## src/rtl/timer_cpu_pkg.sv

```systemverilog
package timer_cpu_pkg;

  typedef enum logic [1:0] {
    ACC_FREEZE = 2'b00,
    ACC_LO     = 2'b01,
    ACC_HI     = 2'b10,
    ACC_PAIR   = 2'b11
  } acc_e;

  typedef struct packed {
    logic [1:0] sel;
    acc_e       acc;
    logic [2:0] mode;
    logic       bcd;
  } ctl_t;

  function automatic logic [7:0] pick_byte(input logic [15:0] v, input logic hi);
    return hi ? v[15:8] : v[7:0];
  endfunction

  function automatic logic read_hi(input acc_e acc, input logic pos);
    return (acc == ACC_HI) || ((acc == ACC_PAIR) && pos);
  endfunction

  function automatic logic read_last(input acc_e acc, input logic pos);
    return (acc != ACC_PAIR) || pos;
  endfunction

  function automatic logic [15:0] place_single(input acc_e acc, input logic [7:0] b);
    return (acc == ACC_HI) ? {b, 8'h00} : {8'h00, b};
  endfunction

endpackage

```

## src/rtl/timer_bus_decode.sv

```systemverilog
module timer_bus_decode
  import timer_cpu_pkg::*;
#(
  parameter int NCH    = 3,
  parameter int ADDR_W = 2
) (
  input  logic              cs_n,
  input  logic              rd_n,
  input  logic              wr_n,
  input  logic [ADDR_W-1:0] addr,
  input  logic [7:0]        din,
  output logic [NCH-1:0]    wr_cnt,
  output logic [NCH-1:0]    rd_cnt,
  output logic [NCH-1:0]    cfg_hit,
  output logic [NCH-1:0]    frz_hit
);
  localparam logic [ADDR_W-1:0] CTL_ADDR = ADDR_W'(NCH);

  logic wr_cyc, rd_cyc, ctl_wr;
  ctl_t ctl;

  assign wr_cyc = !cs_n && !wr_n;
  assign rd_cyc = !cs_n && !rd_n && wr_n;
  assign ctl_wr = wr_cyc && (addr == CTL_ADDR);
  assign ctl    = ctl_t'(din);

  for (genvar i = 0; i < NCH; i++) begin : g_dec
    logic sel_me;
    assign sel_me     = ctl_wr && (ctl.sel == 2'(i));
    assign wr_cnt[i]  = wr_cyc && (addr == ADDR_W'(i));
    assign rd_cnt[i]  = rd_cyc && (addr == ADDR_W'(i));
    assign cfg_hit[i] = sel_me && (ctl.acc != ACC_FREEZE);
    assign frz_hit[i] = sel_me && (ctl.acc == ACC_FREEZE);
  end

endmodule

```

## src/rtl/timer_chan_port.sv

```systemverilog
module timer_chan_port
  import timer_cpu_pkg::*;
#(
  parameter int CNT_W = 16
) (
  input  logic             clk,
  input  logic             rst_n,
  input  logic             wr_cnt,
  input  logic             rd_cnt,
  input  logic             cfg_hit,
  input  logic             frz_hit,
  input  logic [7:0]       din,
  input  logic [CNT_W-1:0] ce_val,
  output logic [CNT_W-1:0] cr,
  output logic             load,
  output logic             cfg_stb,
  output logic [2:0]       mode,
  output logic             bcd,
  output logic [7:0]       rd_byte,
  output logic             frozen,
  output logic [CNT_W-1:0] hold
);
  acc_e       acc;
  logic       wr_pos, rd_pos;
  logic [7:0] lo_keep;

  always_ff @(posedge clk or negedge rst_n) begin
    if (!rst_n) begin
      acc     <= ACC_PAIR;
      mode    <= 3'd0;
      bcd     <= 1'b0;
      wr_pos  <= 1'b0;
      rd_pos  <= 1'b0;
      frozen  <= 1'b0;
      cr      <= '0;
      lo_keep <= 8'h00;
      load    <= 1'b0;
      cfg_stb <= 1'b0;
    end else begin
      load    <= 1'b0;
      cfg_stb <= 1'b0;
      if (cfg_hit) begin
        acc     <= acc_e'(din[5:4]);
        mode    <= din[3:1];
        bcd     <= din[0];
        wr_pos  <= 1'b0;
        rd_pos  <= 1'b0;
        frozen  <= 1'b0;
        cfg_stb <= 1'b1;
      end else begin
        if (frz_hit && !frozen) frozen <= 1'b1;
        if (wr_cnt) begin
          if (acc == ACC_PAIR) begin
            if (!wr_pos) begin
              lo_keep <= din;
              wr_pos  <= 1'b1;
            end else begin
              cr     <= {din, lo_keep};
              wr_pos <= 1'b0;
              load   <= 1'b1;
            end
          end else begin
            cr   <= place_single(acc, din);
            load <= 1'b1;
          end
        end
        if (rd_cnt) begin
          if (read_last(acc, rd_pos)) begin
            rd_pos <= 1'b0;
            frozen <= 1'b0;
          end else begin
            rd_pos <= 1'b1;
          end
        end
      end
    end
  end

  always_ff @(posedge clk or negedge rst_n) begin
    if (!rst_n) hold <= '0;
    else if (!frozen) hold <= ce_val;
  end

  assign rd_byte = pick_byte(hold, read_hi(acc, rd_pos));

endmodule

```

## src/rtl/timer_rd_mux.sv

```systemverilog
module timer_rd_mux #(
  parameter int NCH = 3
) (
  input  logic [NCH-1:0]   rd_cnt,
  input  logic [NCH*8-1:0] rd_bytes,
  output logic [7:0]       dout,
  output logic             dout_oe
);
  always_comb begin
    dout = 8'h00;
    for (int i = 0; i < NCH; i++) begin
      if (rd_cnt[i]) dout = dout | rd_bytes[i*8 +: 8];
    end
  end
  assign dout_oe = |rd_cnt;
endmodule

```

## src/rtl/timer_cpu_port.sv

```systemverilog
module timer_cpu_port #(
  parameter int NCH    = 3,
  parameter int CNT_W  = 16,
  parameter int ADDR_W = $clog2(NCH + 1)
) (
  input  logic               clk,
  input  logic               rst_n,
  input  logic               cs_n,
  input  logic               rd_n,
  input  logic               wr_n,
  input  logic [ADDR_W-1:0]  addr,
  input  logic [7:0]         din,
  input  logic [NCH*CNT_W-1:0] ce_cnt,
  output logic [7:0]         dout,
  output logic               dout_oe,
  output logic [NCH-1:0]     cfg_strobe,
  output logic [NCH*3-1:0]   mode_o,
  output logic [NCH-1:0]     bcd_o,
  output logic [NCH*CNT_W-1:0] cr_o,
  output logic [NCH-1:0]     load_o
);
  logic [NCH-1:0]       wr_cnt, rd_cnt, cfg_hit, frz_hit;
  logic [NCH*8-1:0]     rd_bytes;
  logic [NCH-1:0]       frozen_w;
  logic [NCH*CNT_W-1:0] hold_w;

  timer_bus_decode #(.NCH(NCH), .ADDR_W(ADDR_W)) u_dec (
    .cs_n(cs_n), .rd_n(rd_n), .wr_n(wr_n), .addr(addr), .din(din),
    .wr_cnt(wr_cnt), .rd_cnt(rd_cnt), .cfg_hit(cfg_hit), .frz_hit(frz_hit)
  );

  for (genvar i = 0; i < NCH; i++) begin : g_ch
    timer_chan_port #(.CNT_W(CNT_W)) u_ch (
      .clk(clk), .rst_n(rst_n),
      .wr_cnt(wr_cnt[i]), .rd_cnt(rd_cnt[i]),
      .cfg_hit(cfg_hit[i]), .frz_hit(frz_hit[i]),
      .din(din), .ce_val(ce_cnt[i*CNT_W +: CNT_W]),
      .cr(cr_o[i*CNT_W +: CNT_W]), .load(load_o[i]),
      .cfg_stb(cfg_strobe[i]), .mode(mode_o[i*3 +: 3]), .bcd(bcd_o[i]),
      .rd_byte(rd_bytes[i*8 +: 8]),
      .frozen(frozen_w[i]), .hold(hold_w[i*CNT_W +: CNT_W])
    );
  end

  timer_rd_mux #(.NCH(NCH)) u_mux (
    .rd_cnt(rd_cnt), .rd_bytes(rd_bytes), .dout(dout), .dout_oe(dout_oe)
  );

endmodule

```

## config.mk

```make
export PLATFORM = sky130hd
export DESIGN_NAME = timer_cpu_port
export DESIGN_NICKNAME = d
export VERILOG_FILES = /design/src/rtl/timer_cpu_pkg.sv /design/src/rtl/timer_bus_decode.sv /design/src/rtl/timer_chan_port.sv /design/src/rtl/timer_rd_mux.sv /design/src/rtl/timer_cpu_port.sv
export SDC_FILE = /design/constraint.sdc
export NUM_CORES = 1
export LEC_CHECK = 0
export BUFFER_PORTS_ARGS = -buffer_cell sky130_fd_sc_hd__buf_2
export CAP_MARGIN = 15
export CORE_UTILIZATION = 55
export CTS_CLUSTER_DIAMETER = 50
export DETAILED_ROUTE_END_ITERATION = 10
export GPL_TIMING_DRIVEN = 0
export PLACE_DENSITY = 0.8
export SYNTH_ARGS = -nofsm -noshare
export SYNTH_HDL_FRONTEND = slang
export SYNTH_SLANG_ARGS = --single-unit
```

## constraint.sdc

```tcl
create_clock -name clk -period 1.7 [get_ports clk]
set_input_delay 0.085 -clock clk [delete_from_list [all_inputs] [get_ports clk]]
set_output_delay 0.085 -clock clk [all_outputs]
set_load 0.05 [all_outputs]
```

==> summary.txt <==
Outcome
  – Outcome: finished, violations left
  – Failing checks: setup timing

Synth
  – Seq/Total Area, Yosys: 56.8%
  – Flops & latches, synth: 153
  – Area share of the leading cell type in the synthesized netlist: 54.4%
  – Yosys synthesis warning count: 0
  – Net count after synthesis: between 600 and 700
  – Average cell area after synthesis: 12.0 um^2
  – Dominant cell type by area after synthesis: dfrtp_1
  – Number of distinct standard cells referenced by the synthesized netlist: between 40 and 50
  – Syn Inst Count: 562
  – Cell types with the largest area share after synthesis: dfrtp_1, mux2_2, a22o_1
  – Count of flip-flops with a built-in enable after synthesis: 0
  – Async set or reset register ratio after synthesis: 100%
  – Post-synth top flop: dfrtp_1
  – Mapped cell area: just under 7000 um^2

Min path
  – Startpoint of the tightest hold check path: din[1]
  – Hold depth: 4
  – Min-Delay Endpoint: g_ch[2].u_ch.cr[1]
  – Worst min-delay path category: in -> reg

Placement
  – Detail Placement HPWL: 11.2 mm
  – Quantity of I/O buffers inserted on ports: between 100 and 150
  – Gp weighted congestion: ~0.86
  – Total placed instance area: ~7800 um^2
  – Placed Cells: 844

Global route
  – Total track usage: between 30% and 40%
  – Global-route wire length before repair: 29.8 mm
  – Pin count of the biggest net entering global routing: 94
  – Antenna violations before repair: 0
  – Number of global-route vias before repair: 5,848
  – Residual overflow from global routing: 0

Setup path
  – Register-to-Register Setup Slack: -0.01 ns
  – Path type of the worst setup path: reg -> out
  – Number of cells on the worst reg-to-reg path: 6
  – CP Max Fanout: 5
  – Type of element launching the critical path: flop
  – Data required time of the critical path: 1.62 ns
  – Capture point of the worst reg-to-reg path: g_ch[0].u_ch.cr[4]
  – Crit Reg-Reg Startpoint: g_ch[0].u_ch.acc[0]
  – CP Data Arrival Time: roughly 2.0 ns
  – Critical path endpoint category: output pin

Floorplan
  – Die width: 113 um
  – Initial Utilization: between 50% and 60%
  – Die Height: between 100 and 150 um
  – Row count: 40
  – Core ar.: 12,000 um^2
  – # IOs: 138
  – Full die area: 12,700 um^2

Timing
  – Hold slack: about 0.11 ns
  – Post-route minimum period: 2.08 ns
  – Sum of negative setup slack: -2.83 ns
  – Worst Max-Slew Pin Slew: 1.08 ns
  – Post-Route Skew: 0.00676 ns
  – Hold Violations, Final: 0
  – Max frequency: 481 MHz
  – Number of failing setup endpoints in the final timing report: 10
  – Worst rel slew slack: 27.4%
  – Count of final max-slew check failures: 0
  – RSZ-0062 raised after global routing: yes
  – Final worst setup slack: -0.379 ns
  – Final clock period utilization by the worst path: 122%

Finish
  – Fraction of layout instances using a drive strength above 1: 45.3%
  – Diodes inserted: 0
  – Area of all placed cells without fillers: 9560 um^2
  – Leading cell type in the layout, fill and taps excluded: dfrtp_1
  – Top library cells by usage in the layout, fill and taps aside: dfrtp_1, buf_2, mux2_2, dlygate4sd3_1, nand2_1
  – Layout Area Growth over Synthesis: 41.4%
  – Final standard cell count with taps included and fillers excluded: 940
  – Final #Nets: roughly 840
  – Fraction of the core area covered by cells at the end of the flow: 79.6%
  – Filler cells: 683

Power and ir drop
  – Clock network power share: between 30% and 40%
  – Net switching power: 4.80 mW
  – Part of the total power dissipated in combinational logic: 32.4%
  – P per Cell Area: 1390 nW/um^2
  – Switching power as a share of total power: 36.2%
  – Worst vdd rail ir drop: 1.07 mV
  – P_int: 8.46 mW
  – Share of total power in sequential cells: 37.4%
  – Leakage Power: 4.45 nW

Clock network
  – Clock tree buffer depth: 2
  – # clock sinks: roughly 150
  – Root cell of the clock tree: clkbuf_16
  – Clock-pin transition on the worst setup and hold timing paths: 0.06 ns
  – TritonCTS clock tree: yes
  – Deepest level of the CTS H-tree: 4
  – Latest clock arrival within the worst-skew pair: 0.43 ns
  – Inserted Clock Buffers: 17

Routing
  – Length of the first detailed-routing pass in iterations: 7
  – WL per Instance: between 20 and 25 um
  – Iteration-0 DRC count of the detailed router: 405
  – Number of vias per cell: just under 6
  – Via Count: 5,535
  – Final WL: a little under 20 mm
  – DR DRC count: 0
  – Antenna viol nets, final: 0

Run
  – Max capacitance violation total: 0
[kinds of logic (layout without fill, tap and decap cells)]
kind of cell           Yosys count  after routing  synth area share [%]
AO/OA/AOI/OAI                  149            149                  15.3
XOR/XNOR                         1              1                 0.130
buffers and inverters           66            297                  4.39
flip-flops                     153            153                  56.8
multiplexers                    94             94                  15.5
AND/OR/NAND/NOR                 99             99                  7.91
[cells in the mapped netlist (2+ instances only)]
cell type	n
a22o_1	37
a21oi_1	18
dfrtp_1	147
mux2i_1	10
and2_1	3
o221a_2	2
dfstp_2	6
and3b_1	2
o21ai_0	41
mux2_2	84
o22ai_1	9
nor3_4	2
o21bai_1	3
clkbuf_1	29
nor2_1	14
o21a_1	3
o311a_1	8
nand2b_1	2
nand2_1	43
nor2b_1	21
buf_2	3
o21ai_1	3
buf_1	8
buf_4	10
a22oi_1	16
inv_1	15
o221ai_1	8
[flip-flops by register name (all words and copies together), names as in the netlist]
name               count
g_ch.u_ch.frozen       3
g_ch.u_ch.lo_keep     24
g_ch.u_ch.bcd          3
g_ch.u_ch.hold        48
g_ch.u_ch.cfg_stb      3
g_ch.u_ch.wr_pos       3
g_ch.u_ch.load         3
g_ch.u_ch.acc          6
g_ch.u_ch.cr          48
g_ch.u_ch.mode         9
g_ch.u_ch.rd_pos       3
[worst max-delay path by stage]
| stage | startpoint | end | cells after the start |
|---|---|---|---|
| finish | g_ch[1].u_ch.acc[0] | dout[3] | 5 |
| global route | g_ch[1].u_ch.acc[1] | dout[3] | 6 |
| CTS | g_ch[1].u_ch.acc[1] | dout[0] | 5 |
| detailed placement | g_ch[0].u_ch.acc[1] | dout[4] | 5 |
| global placement | rst_n | g_ch[2].u_ch.hold[2] | 1 |
| floorplan | g_ch[0].u_ch.acc[1] | dout[0] | 4 |
[power groups by stage]
stage               registers [mW]  logic (mW)  clock network [mW]
floorplan                     6.09        1.50                   0
global placement              4.84        3.61                   0
detailed placement            4.90        3.69                   0
CTS                           4.90        4.14                3.99
global route                  5.05        4.51                4.18
finish                        4.97        4.30                4.00
[layer usage]
metal	vias to the layer above	global-route usage, %	share of wire, %
met5	-	0	0
met4	0	14.1	2.7
met3	46	7.12	5.8
met2	231	53.9	52
met1	2789	37.2	39
li1	2469	-	-
[final cells by class]
type	instances	area [um^2]	area share, %
Buffer	49	298	3.12
Clock inverter	7	114	1.19
Multi-Input combinational cell	343	3110	32.5
Inverter	15	58.8	0.615
Tap cell	147	184	1.92
Clock buffer	25	515	5.39
Sequential cell	153	3840	40.1
Timing Repair Buffer	201	1440	15.1
[per-stage QoR]
| stage | total power [mW] | worst slack (ns) |
|---|---|---|
| final | 13.3 | -0.379 |
| after global routing | 13.7 | -0.431 |
| after CTS | 13.0 | -0.333 |
| after detailed placement | 8.59 | -0.430 |
| after global placement | 8.45 | -1.51 |
| after floorplan | 7.59 | 0.00133 |
[critical path, cell delays in order (launching register included)]
cell and delay [ns]:
dfstp_2 0.54, nor2b_4 0.23, clkbuf_4 0.25, o311a_4 0.25
o22ai_4 0.08, buf_6 0.20
[timing repair]
action / CTS / global route
hold buffers: 49 / 0
gates cloned: 2 / 0
pin swaps: 13 / 15
setup endpoints to repair: 73 / 55
setup buffers: 9 / 6
gates resized for setup: 91 / 29
endpoints found under the hold margin: 106 / 0
No activity file was read; power rests on OpenSTA's default activity.
